===== src/rtl/adu_pkg.sv =====
package adu_pkg;

   localparam int COND_W  = 4;
   localparam int COND_LT = 3;
   localparam int COND_GT = 2;
   localparam int COND_EQ = 1;
   localparam int COND_SO = 0;
   localparam int OP_W    = 4;

   localparam logic [OP_W-1:0] OP_ADD_IMM    = 4'd0;
   localparam logic [OP_W-1:0] OP_ADD_IMM_HI = 4'd1;
   localparam logic [OP_W-1:0] OP_ADD_IMM_CA = 4'd2;
   localparam logic [OP_W-1:0] OP_ADD_IMM_CC = 4'd3;
   localparam logic [OP_W-1:0] OP_RSUB_IMM   = 4'd4;
   localparam logic [OP_W-1:0] OP_NEG        = 4'd5;
   localparam logic [OP_W-1:0] OP_ADD_EXT    = 4'd6;
   localparam logic [OP_W-1:0] OP_SUB_EXT    = 4'd7;
   localparam logic [OP_W-1:0] OP_ADD_M1_EXT = 4'd8;
   localparam logic [OP_W-1:0] OP_SUB_M1_EXT = 4'd9;
   localparam logic [OP_W-1:0] OP_ADD_Z_EXT  = 4'd10;

   typedef enum logic [1:0] {
      ASRC_REG,
      ASRC_ZERO,
      ASRC_INV
   } a_src_e;

   typedef enum logic [2:0] {
      BSRC_ZERO,
      BSRC_REG,
      BSRC_SIMM,
      BSRC_HIMM,
      BSRC_ONES
   } b_src_e;

   typedef enum logic [1:0] {
      CIN_ZERO,
      CIN_ONE,
      CIN_FLAG
   } cin_e;

   typedef struct packed {
      a_src_e a_src;
      b_src_e b_src;
      cin_e   cin;
      logic   upd_ca;
      logic   cc_always;
      logic   cc_allowed;
   } adu_ctrl_t;

endpackage


===== src/rtl/adu_decode.sv =====
module adu_decode
   import adu_pkg::*;
(
   input  logic [OP_W-1:0] op,
   input  logic            a_idx_zero,
   output adu_ctrl_t       ctrl
);

   always_comb begin
      ctrl.a_src      = ASRC_ZERO;
      ctrl.b_src      = BSRC_ZERO;
      ctrl.cin        = CIN_ZERO;
      ctrl.upd_ca     = 1'b0;
      ctrl.cc_always  = 1'b0;
      ctrl.cc_allowed = 1'b0;
      case (op)
         OP_ADD_IMM: begin
            ctrl.a_src = a_idx_zero ? ASRC_ZERO : ASRC_REG;
            ctrl.b_src = BSRC_SIMM;
         end
         OP_ADD_IMM_HI: begin
            ctrl.a_src = a_idx_zero ? ASRC_ZERO : ASRC_REG;
            ctrl.b_src = BSRC_HIMM;
         end
         OP_ADD_IMM_CA: begin
            ctrl.a_src  = ASRC_REG;
            ctrl.b_src  = BSRC_SIMM;
            ctrl.upd_ca = 1'b1;
         end
         OP_ADD_IMM_CC: begin
            ctrl.a_src     = ASRC_REG;
            ctrl.b_src     = BSRC_SIMM;
            ctrl.upd_ca    = 1'b1;
            ctrl.cc_always = 1'b1;
         end
         OP_RSUB_IMM: begin
            ctrl.a_src  = ASRC_INV;
            ctrl.b_src  = BSRC_SIMM;
            ctrl.cin    = CIN_ONE;
            ctrl.upd_ca = 1'b1;
         end
         OP_NEG: begin
            ctrl.a_src      = ASRC_INV;
            ctrl.b_src      = BSRC_ZERO;
            ctrl.cin        = CIN_ONE;
            ctrl.cc_allowed = 1'b1;
         end
         OP_ADD_EXT: begin
            ctrl.a_src      = ASRC_REG;
            ctrl.b_src      = BSRC_REG;
            ctrl.cin        = CIN_FLAG;
            ctrl.upd_ca     = 1'b1;
            ctrl.cc_allowed = 1'b1;
         end
         OP_SUB_EXT: begin
            ctrl.a_src      = ASRC_INV;
            ctrl.b_src      = BSRC_REG;
            ctrl.cin        = CIN_FLAG;
            ctrl.upd_ca     = 1'b1;
            ctrl.cc_allowed = 1'b1;
         end
         OP_ADD_M1_EXT: begin
            ctrl.a_src      = ASRC_REG;
            ctrl.b_src      = BSRC_ONES;
            ctrl.cin        = CIN_FLAG;
            ctrl.upd_ca     = 1'b1;
            ctrl.cc_allowed = 1'b1;
         end
         OP_SUB_M1_EXT: begin
            ctrl.a_src      = ASRC_INV;
            ctrl.b_src      = BSRC_ONES;
            ctrl.cin        = CIN_FLAG;
            ctrl.upd_ca     = 1'b1;
            ctrl.cc_allowed = 1'b1;
         end
         OP_ADD_Z_EXT: begin
            ctrl.a_src      = ASRC_REG;
            ctrl.b_src      = BSRC_ZERO;
            ctrl.cin        = CIN_FLAG;
            ctrl.upd_ca     = 1'b1;
            ctrl.cc_allowed = 1'b1;
         end
         default: begin
            ctrl.a_src = ASRC_ZERO;
         end
      endcase
   end

endmodule


===== src/rtl/adu_operands.sv =====
module adu_operands
   import adu_pkg::*;
#(
   parameter int DATA_W = 32,
   parameter int IMM_W  = 16
) (
   input  adu_ctrl_t         ctrl,
   input  logic [DATA_W-1:0] a_val,
   input  logic [DATA_W-1:0] b_val,
   input  logic [IMM_W-1:0]  imm,
   input  logic              carry_flag,
   output logic [DATA_W-1:0] opa,
   output logic [DATA_W-1:0] opb,
   output logic              cin
);

   localparam int PAD_W = DATA_W - IMM_W;

   logic [DATA_W-1:0] simm;
   logic [DATA_W-1:0] himm;

   assign simm = {{PAD_W{imm[IMM_W-1]}}, imm};
   assign himm = {imm, {PAD_W{1'b0}}};

   always_comb begin
      case (ctrl.a_src)
         ASRC_REG: opa = a_val;
         ASRC_INV: opa = ~a_val;
         default:  opa = '0;
      endcase
   end

   always_comb begin
      case (ctrl.b_src)
         BSRC_REG:  opb = b_val;
         BSRC_SIMM: opb = simm;
         BSRC_HIMM: opb = himm;
         BSRC_ONES: opb = '1;
         default:   opb = '0;
      endcase
   end

   always_comb begin
      case (ctrl.cin)
         CIN_ONE:  cin = 1'b1;
         CIN_FLAG: cin = carry_flag;
         default:  cin = 1'b0;
      endcase
   end

endmodule


===== src/rtl/adu_sum.sv =====
module adu_sum #(
   parameter int DATA_W       = 32,
   parameter bit RIPPLE_CARRY = 1'b0
) (
   input  logic [DATA_W-1:0] opa,
   input  logic [DATA_W-1:0] opb,
   input  logic              cin,
   output logic [DATA_W-1:0] sum,
   output logic              cout
);

   generate
      if (RIPPLE_CARRY) begin : g_ripple
         logic [DATA_W:0] chain;
         assign chain[0] = cin;
         for (genvar i = 0; i < DATA_W; i++) begin : g_bit
            logic prop;
            assign prop         = opa[i] ^ opb[i];
            assign sum[i]       = prop ^ chain[i];
            assign chain[i+1]   = (opa[i] & opb[i]) | (prop & chain[i]);
         end
         assign cout = chain[DATA_W];
      end else begin : g_infer
         logic [DATA_W:0] wide;
         assign wide = {1'b0, opa} + {1'b0, opb} + {{DATA_W{1'b0}}, cin};
         assign sum  = wide[DATA_W-1:0];
         assign cout = wide[DATA_W];
      end
   endgenerate

endmodule


===== src/rtl/adu_cond.sv =====
module adu_cond
   import adu_pkg::*;
#(
   parameter int DATA_W = 32
) (
   input  logic [DATA_W-1:0] value,
   input  logic              so_in,
   output logic [COND_W-1:0] cond_next
);

   logic is_zero;
   logic is_neg;

   assign is_zero = (value == '0);
   assign is_neg  = value[DATA_W-1];

   always_comb begin
      cond_next          = '0;
      cond_next[COND_LT] = is_neg;
      cond_next[COND_EQ] = is_zero;
      cond_next[COND_GT] = !is_neg && !is_zero;
      cond_next[COND_SO] = so_in;
   end

endmodule


===== src/rtl/carry_adder_unit.sv =====
module carry_adder_unit
   import adu_pkg::*;
#(
   parameter int DATA_W       = 32,
   parameter int IMM_W        = 16,
   parameter int IDX_W        = 5,
   parameter bit RIPPLE_CARRY = 1'b0
) (
   input  logic              clk,
   input  logic              rst,
   input  logic              in_valid,
   input  logic [3:0]        op,
   input  logic [IDX_W-1:0]  a_idx,
   input  logic [DATA_W-1:0] a_val,
   input  logic [DATA_W-1:0] b_val,
   input  logic [IMM_W-1:0]  imm,
   input  logic              cc_req,
   input  logic              so_in,
   output logic              res_valid,
   output logic [DATA_W-1:0] result,
   output logic              carry,
   output logic [3:0]        cond
);

   generate
      if (IMM_W < 1 || IMM_W >= DATA_W) begin : g_bad_imm
         $error("carry_adder_unit: IMM_W must lie in 1..DATA_W-1");
      end
      if (IDX_W < 1) begin : g_bad_idx
         $error("carry_adder_unit: IDX_W must be at least 1");
      end
      if (COND_W != 4) begin : g_bad_cond
         $error("carry_adder_unit: condition field must be four bits");
      end
   endgenerate

   adu_ctrl_t         ctrl;
   logic [DATA_W-1:0] opa;
   logic [DATA_W-1:0] opb;
   logic              cin;
   logic [DATA_W-1:0] sum;
   logic              cout;
   logic [COND_W-1:0] cond_next;
   logic              a_idx_zero;
   logic              upd_cc;

   logic              valid_q;
   logic [DATA_W-1:0] result_q;
   logic              carry_q;
   logic [COND_W-1:0] cond_q;

   assign a_idx_zero = (a_idx == '0);

   adu_decode u_decode (
      .op         (op),
      .a_idx_zero (a_idx_zero),
      .ctrl       (ctrl)
   );

   adu_operands #(
      .DATA_W (DATA_W),
      .IMM_W  (IMM_W)
   ) u_operands (
      .ctrl       (ctrl),
      .a_val      (a_val),
      .b_val      (b_val),
      .imm        (imm),
      .carry_flag (carry_q),
      .opa        (opa),
      .opb        (opb),
      .cin        (cin)
   );

   adu_sum #(
      .DATA_W       (DATA_W),
      .RIPPLE_CARRY (RIPPLE_CARRY)
   ) u_sum (
      .opa  (opa),
      .opb  (opb),
      .cin  (cin),
      .sum  (sum),
      .cout (cout)
   );

   adu_cond #(
      .DATA_W (DATA_W)
   ) u_cond (
      .value     (sum),
      .so_in     (so_in),
      .cond_next (cond_next)
   );

   assign upd_cc = ctrl.cc_always | (ctrl.cc_allowed & cc_req);

   always_ff @(posedge clk) begin
      if (rst) begin
         valid_q  <= 1'b0;
         result_q <= '0;
         carry_q  <= 1'b0;
         cond_q   <= '0;
      end else begin
         valid_q <= in_valid;
         if (in_valid) begin
            result_q <= sum;
            if (ctrl.upd_ca) begin
               carry_q <= cout;
            end
            if (upd_cc) begin
               cond_q <= cond_next;
            end
         end
      end
   end

   assign res_valid = valid_q;
   assign result    = result_q;
   assign carry     = carry_q;
   assign cond      = cond_q;

endmodule


===== config.mk =====
export PLATFORM = sky130hd
export DESIGN_NAME = carry_adder_unit
export DESIGN_NICKNAME = d
export VERILOG_FILES = /design/src/rtl/adu_pkg.sv /design/src/rtl/adu_decode.sv /design/src/rtl/adu_operands.sv /design/src/rtl/adu_sum.sv /design/src/rtl/adu_cond.sv /design/src/rtl/carry_adder_unit.sv
export SDC_FILE = /design/constraint.sdc
export NUM_CORES = 1
export LEC_CHECK = 0
export ABC_AREA = 1
export BUFFER_PORTS_ARGS = -buffer_cell sky130_fd_sc_hd__buf_2
export CAP_MARGIN = 20
export CORE_UTILIZATION = 55
export CTS_BUF_LIST = sky130_fd_sc_hd__clkbuf_4
export DETAILED_ROUTE_END_ITERATION = 7
export PLACE_DENSITY = 0.93
export SYNTH_ARGS = -nofsm -noshare
export SYNTH_HDL_FRONTEND = slang
export SYNTH_HIERARCHICAL = 1
export SYNTH_SLANG_ARGS = --single-unit
export TNS_END_PERCENT = 5

===== constraint.sdc =====
create_clock -name clk -period 4.4 [get_ports clk]
set_input_delay 0.66 -clock clk [delete_from_list [all_inputs] [get_ports clk]]
set_output_delay 0.66 -clock clk [all_outputs]
set_load 0.03 [all_outputs]

* Word-level counts from Yosys, hierarchy flattened
Index checks and enable logic that the tools add are counted.
** Word-level totals
- Flip-flop bits (word level) :: 38
- Bits in latches :: 0
- Memory bits (writable) :: 0
- ROM bits :: 0
- Output and inout port bits :: 38
- Word-level logic and storage cells :: 55
- Memories kept :: 0
** Cells by class
- Add/subtract/negate cells :: 2
- Multiply operators :: 0
- Div/mod/pow operators :: 0
- Magnitude comparators :: 0
- Eq/ne operators :: 17
- Shift operators :: 0
- Multiplexer cells :: 10
- Bitwise operators :: 3
- Reductions and logical operators :: 19
** Operators with widths (number)
- 32-bit case mux with 4 select lines :: 1
- 32-bit case mux with 2 select lines :: 1
- 32-bit by 32-bit adder with 33-bit output :: 1
- 33-bit by 1-bit adder with 33-bit output :: 1
- 32-bit logical NOT :: 1
- 32-bit inverter :: 1
- 4-bit by 3-bit equality test with 1-bit output, second input constant :: 4
- 4-bit equality test, second input constant :: 3
- 3-bit case mux with 4 select lines :: 1
- 5-bit OR reduction :: 2
- 4-bit by 2-bit equality test with 1-bit output, second input constant :: 2
- 2-bit OR reduction :: 4
- 4-bit OR reduction :: 2
- 8-bit OR reduction :: 1
- 3-bit by 2-bit equality test with 1-bit output, second input constant :: 2
- 2-bit case mux with 3 select lines :: 1
- 6-bit OR reduction :: 1
- 5-bit logical NOT :: 1
- 2-bit equality test, second input constant :: 2
- 4-bit by 1-bit equality test with 1-bit output, second input constant :: 1
- 4-bit logical NOT :: 1
- 1-bit 2-to-1 mux :: 4
- 2-bit case mux with 2 select lines :: 1
- 2-bit AND reduction :: 2
- other kinds (9) :: 10

* Depth between registers and ports, before layout
Gate-level depths: netlist of the first run.
- Depth after elaboration :: 10
- Mapped depth :: 30
- Depth with buffers taken out :: 30

* Hierarchy
The synthesis of the first run kept the hierarchy.
** By module, submodules not included
- adu_sum :: instances 1, cells an instance 502, area each 2381.0 um2
- carry_adder_unit :: instances 1, cells an instance 178, area each 1532.7 um2
- adu_operands :: instances 1, cells an instance 240, area each 1013.5 um2
- adu_cond :: instances 1, cells an instance 35, area each 150.1 um2
- adu_decode :: instances 1, cells an instance 33, area each 135.1 um2

* Least setup slack after synthesis of the first run
No wires, ideal clock.
- Kind :: input-to-reg
- Start :: input a_idx[4]
- End :: register cond_q[1] (netlist: cond[1])
- Arrival :: 3839 ps
- Data required time :: 4336 ps
- Setup slack :: 497 ps
- Stages :: 30
- Path buffers :: 2
- Cells stage by stage :: nor3_1 and2_1 nand3_1 nand2_1 inv_1 nand2_1 clkbuf_1 o21ai_0 fa_1 fa_1 nand3_1 nand3_1 nand2_1 nand2_2 nand2_1 nand2_2 nand2_1 nand2_1 nand2_1 nand2_1 nor2_1 nand2_1 nor2_1 nand2_1 nor2_2 buf_4 inv_1 nand3_1 nand2_1 nor2_1
** RTL lines
- start: declaration :: line carry_adder_unit.sv:13 : input logic [IDX_W-1:0] a_idx,
- end signal: assignment :: line carry_adder_unit.sv:109 : cond_q <= cond_next;
- end: declaration :: line carry_adder_unit.sv:50 : logic [COND_W-1:0] cond_q;

==> metrics.md, run 1 <==
| Metric | Value |
|---|---|
| Layout cells sized above 1 | `17.7%` |
| Pwr dens | `257 mW/mm^2` |
| Largest net degree at the start of global routing | `44` |
| H-tree depth | `2` |
| Critical path's largest stage delay | `480 ps` |
| Yosys warnings | `6` |
| Synthesized area per cell | `5.28 um^2` |
| R2r endpoint | `cond[2]` |
| Most frequent CP cell | `nand2_1` |
| GPL Wtd Cong | `0.983` |
| Worst VDD drop | `0.168 mV` |
| 1st-iter DRT viols | `355` |
| # rows | `35` |
| M3 GR Usage | `1.48%` |
| Final net count | `1,240` |
| Yosys cell types | `30` |
| Worst EP required | `4650 ps` |
| Ant. Diodes | `0` |
| Core Area | `0.00920 mm^2` |
| Detail Route Antenna Nets | `0` |
| Max clock buf depth | `2` |
| Setup CP Type | `input pin to flop` |
| Post-synth EDFFs | `0` |
| Hold path start | `cond[3]` |
| Chip height | `99.4 um` |
| Top cells by area, synth | `nand2_1, dfxtp_1, inv_1` |
| Initial cell density of the core | `56.7%` |
| Total number of vias | `6,101` |
| Critical path endpoint category | `flop` |
| Post-Layout Cell Count | `1,223` |
| Final Cell Area | `0.00596 mm^2` |
| Pre-antenna DRT Iters | `5` |
| Clk Latency, worst-skew pair | `340 ps` |
| Post CTS Setup Buffer Count | `0` |
| Layout area overhead | `14.4%` |
| Most Crowded Layer GR | `met2` |
| Post-synthesis sequential area ratio | `14.6%` |
| Area leader, netlist | `nand2_1` |
| Post-synth net total | `1,117` |
| Slew Limit Fails | `0` |
| Die area | `0.00987 mm^2` |
| Wirelength per Cell | `11.9 um` |
| Cts hold-fix bufs | `0` |
| Overflow after GRT | `0` |
| Register bit count reported by yosys | `38` |
| Final setup TNS | `0 ps` |
| Worst Clk Skew | `1.89 ps` |
| Status | `finished, final reports clean` |
| Reg clk slew, reported paths | `110 ps` |
| Initial antenna violation count | `0` |
| Top-count cell post-synth | `nand2_1` |
| Vias in the first global route | `5,426` |
| Tightest Pin Transition | `738 ps` |
| Critical-path maximum fanout | `5` |
| Synth Cell Area | `0.00521 mm^2` |
| Num ports | `132` |
| Main synth FF type | `dfxtp_1` |
| Port-buffer cells | `131` |
| Post-synthesis async set-or-reset flop share | `0%` |
| Final setup viols | `0` |
| Fmax | `252 MHz` |
| CP max stage cell | `fa_1` |
| Max Cap Viol | `0` |
| Hold path depth | `2` |
| CTS tree | `built` |
| Final period utilization | `90.2%` |
| Gr usage total | `30.1%` |
| Slew HR | `50.8%` |
| Cell Area, Placed | `0.00586 mm^2` |
| Worst setup SP type | `input pin` |
| Hold Crit Class | `flop to flop` |
| HPWL Detailed | `12,400 um` |
| Post-Syn Instances | `988` |
| Vias per cell | `4.99` |
| Reg2reg start | `carry` |
| Tmin final | `3970 ps` |
| Reg-to-reg slack, setup | `1410 ps` |
| Met2 Use GR | `49.6%` |
| Number of clock buffers inserted by TritonCTS | `5` |
| Arrival time worst endpoint | `4220 ps` |
| CTS sink cnt | `38` |
| Placed Cells incl. Taps | `1,215` |
| Hold Fails Final Rpt | `0` |
| Met1 Usage GRT | `41.6%` |
| First-pass GRT wire length | `24,300 um` |
| Commonest cells post-synth | `nand2_1, inv_1, nor2_1` |
| Cts repair resizes | `0` |
| Top cell type's share of synthesized area | `24.6%` |
| DRC errors left | `0` |
| Worst hold endpoint | `cond[3]` |
| Detailed-route wire length | `14,500 um` |
| Root Buffer | `clkbuf_4` |
| Die X | `99.4 um` |
| P_leak | `3.83 nW` |
| RSZ-0062 raised after global routing | `no` |
| Path depth of the worst reg2reg path | `24` |
| Power Total | `1.53 mW` |
state kept, by name (all words and copies together) (netlist names):
name       flops
carry          1
result        32
res_valid      1
cond           4
kinds of logic (layout without fill, tap and decap cells):
| logic type | Yosys count | after routing | synth area share (%) |
|---|---|---|---|
| adders and majority gates | 35 | 35 | 8.69 |
| AOI/OAI and AO/OA | 96 | 96 | 9.39 |
| and+or+nand+nor | 606 | 606 | 47.8 |
| buffers and inverters | 198 | 322 | 17.0 |
| xor gates and xnor gates | 15 | 15 | 2.52 |
| DFF | 38 | 38 | 14.6 |
routing by layer:
layer / vias to the layer above / part of all wire [%] / routed length, um
met5: - / 0 / 0
met4: 0 / 2.9 / 425
met3: 28 / 6.7 / 980
met2: 249 / 43 / 6290
met1: 2593 / 47 / 6830
li1: 3231 / - / -
layout by cell type, fill, tap and decap left out, drive strengths merged:
cell type    n
a21o         1
a21oi       28
and2         1
buf        142
bufinv       2
clkbuf       5
clkinv       1
dfxtp       38
fa           2
ha          33
inv        172
nand2      346
nand3       57
nand3b       1
nand4        4
nor2       189
nor3         7
nor3b        1
o21ai       66
o21bai       1
xor2        15
critical path, delay by kind of cell:
family          cells  cell delay (ps)
simple gates       23             1800
fa+ha+maj           2              900
buf+inv             5              430
compound gates      1              430
worst max path at each step:
stage / startpoint / endpoint / slack (ps)
6_report: op[1] / cond[2] / 430
5_1_grt: op[1] / cond[2] / 7
4_1_cts: op[1] / cond[2] / 430
3_5_place_dp: op[1] / cond[2] / 70
3_3_place_gp: op[2] / cond[2] / 260
2_1_floorplan: a_idx[4] / cond[1] / 500
report_power, final:
| group | total, mW | internal [mW] | switching [mW] |
|---|---|---|---|
| registers | 0.395 | 0.379 | 0.0159 |
| logic | 0.847 | 0.284 | 0.563 |
| clock network | 0.287 | 0.175 | 0.112 |
cell type report:
type	count	area [um^2]
clock buffers	5	37.5
clock inverters	3	63.8
fillers	956	3240
inverters	172	653
multi-input cells	752	3570
flip-flops and latches	38	761
well taps	111	139
repair buffers	142	738
metrics by stage:
step	utilization (%)	setup WS, ps	hold slack (ps)
after detailed placement	63.7	70.3	467
final	64.8	429	491
after CTS	64.8	432	495
after global placement	63.7	258	456
after floorplan	-	497	602
after global routing	64.8	7.18	512
Power figures use the tool's default switching activity.
==> run 2, diff against run 1 <==
- CORE_MARGIN: unset -> 4
==> metrics.md, run 2 (synthesis results as in run 1) <==
| Metric | Value |
|---|---|
| First-pass GRT wire length | `24,000 um (-1.1%)` |
| Layout cells sized above 1 | `17.6% (-0.15 points)` |
| Critical path endpoint category | `flop` |
| Initial cell density of the core | `56.4% (-0.27 points)` |
| Pre-CTS setup slack | `36.8 ps (-33.5 ps)` |
| Critical path's largest stage delay | `470 ps (about the same)` |
| Tmin final | `3910 ps (-65.2 ps)` |
| RSZ-0062 raised after global routing | `no` |
| Core Area | `0.00924 mm^2 (+0.48%)` |
| Final setup viols | `0 (unchanged)` |
| Worst VDD drop | `0.135 mV (-19%)` |
| CP max stage cell | `fa_1` |
| Wirelength per Cell | `11.6 um (-2.6%)` |
| Largest net degree at the start of global routing | `44 (unchanged)` |
| CTS sink cnt | `38 (unchanged)` |
| HPWL Detailed | `12,300 um (-1.1%)` |
| Pre-antenna DRT Iters | `5 (unchanged)` |
| Status | `finished, final reports clean` |
| Worst hold margin | `486 ps (-4.20 ps)` |
| Port-buffer cells | `131 (unchanged)` |
| Layout area overhead | `13.8%` |
| Commonest non-fill, non-tap cell in the layout | `nand2_1` |
| 1st-iter DRT viols | `465 (+31%)` |
| Critical-path maximum fanout | `5 (unchanged)` |
| Die area | `0.0111 mm^2 (+12%)` |
| Worst Clk Skew | `4.84 ps (+2.95 ps)` |
| Chip height | `105 um (+6.0%)` |
| Slew HR | `51.7% (+0.94 points)` |
| Arrival time worst endpoint | `4140 ps (-80 ps)` |
| Final net count | `1,238 (-0.16%)` |
| Overflow after GRT | `0 (unchanged)` |
| Worst setup SP type | `input pin` |
| Slew Limit Fails | `0 (unchanged)` |
| H-tree depth | `2 (unchanged)` |
| Detailed-route wire length | `14,300 um (-1.4%)` |
| CTS tree | `built` |
| Final Cell Area | `0.00593 mm^2 (-0.46%)` |
| Clk Latency, worst-skew pair | `340 ps (about the same)` |
| Hold Crit Class | `flop to flop` |
| P_leak | `3.80 nW (-0.69%)` |
| Ant. Diodes | `0 (unchanged)` |
| Num ports | `132 (unchanged)` |
| Max clock buf depth | `2 (unchanged)` |
| Hold Fails Final Rpt | `0 (unchanged)` |
| Placed Cells incl. Taps | `1,231 (+1.3%)` |
| Number of clock buffers inserted by TritonCTS | `5 (unchanged)` |
| Final setup TNS | `0 ps (unchanged)` |
| Total number of vias | `6,133 (+0.52%)` |
| # rows | `35 (unchanged)` |
| Cell Area, Placed | `0.00588 mm^2 (+0.34%)` |
| Root Buffer | `clkbuf_4` |
| Cts hold-fix bufs | `0 (unchanged)` |
| GPL Wtd Cong | `0.960 (-2.3%)` |
| Die X | `105 um (+6.0%)` |
| Worst EP required | `4640 ps (about the same)` |
| Vias in the first global route | `5,362 (-1.2%)` |
| Tightest Pin Transition | `724 ps (-14.1 ps)` |
| Final period utilization | `88.8% (-1.5 points)` |
| Setup ws final | `495 ps (+65.2 ps)` |
| Fin util | `64.2% (-0.61 points)` |
| Pwr dens | `237 mW/mm^2 (-7.5%)` |
| Max Cap Viol | `0 (unchanged)` |
| Gr usage total | `25.5% (-4.6 points)` |
| Initial antenna violation count | `0 (unchanged)` |
| Max reg flops | `32 (unchanged)` |
| Setup CP Type | `input pin to flop` |
| Fmax | `256 MHz (+1.7%)` |
| Reg clk slew, reported paths | `100 ps (about the same)` |
| Power Total | `1.41 mW (-7.9%)` |
| DRC errors left | `0 (unchanged)` |
| Detail Route Antenna Nets | `0 (unchanged)` |
| Commonest cells after routing, fill and taps aside | `nand2_1, inv_1, nor2_1` |
| Vias per cell | `4.95 (-0.77%)` |
| Post-Layout Cell Count | `1,239 (+1.3%)` |
| Most frequent CP cell | `nand2_1` |
[run 2: changes by cell type in the layout (fill, tap and decap cells not counted), sizes merged]
cell / before / now
buf: 142 / 140
bufinv: 2 / 0
clkbuf: 5 / 6
clkinv: 1 / 2
[run 2: worst paths after layout]
path / start / endpoint / slack (ps) / cells past startpoint
setup / recovery: op[1] / cond[2] / 490 / 31
hold / removal: cond[3] / cond[3] / 490 / 2
setup reg to reg: carry / cond[2] / 1340 / 24
hold reg to reg: cond[3] / cond[3] / 490 / 2
[run 2: timing repair]
| action | 4_1_cts | 5_1_grt |
|---|---|---|
| buffers inserted | 0 | 0 |
| endpoints found under the setup margin | 0 | 1 |
| gates resized for setup | 0 | 1 |
[run 2: critical path: cells and delay by family]
kind | cells | cell delay, ps
buffers and inverters | 5 | 430
AO/OA/AOI/OAI | 1 | 300
adder cells (fa/ha/maj) | 2 | 930
AND/OR/NAND/NOR | 23 | 1790
[run 2: metal layers]
layer,GRT usage [%],up-vias,part of all wire (%)
li1,-,3231,-
met1,36.8,2616,47
met2,41.3,270,43
met3,2.27,16,8.3
met4,5.34,0,1.4
met5,0,-,0
[run 2: power by group]
part	leakage, nW	internal, mW	switching (mW)
sequential	0.315	0.379	0.0156
combinational	3.45	0.281	0.559
clock	0.0331	0.0662	0.107
total	3.80	0.727	0.681
[run 2: final cells by class]
| type | instances | area (um^2) |
|---|---|---|
| flip-flops and latches | 38 | 761 |
| inverters | 172 | 653 |
| fillers | 925 | 3310 |
| multi-input cells | 752 | 3570 |
| clock inverters | 2 | 8.76 |
| repair buffers | 140 | 736 |
| well taps | 129 | 161 |
| clock buffers | 6 | 45.0 |
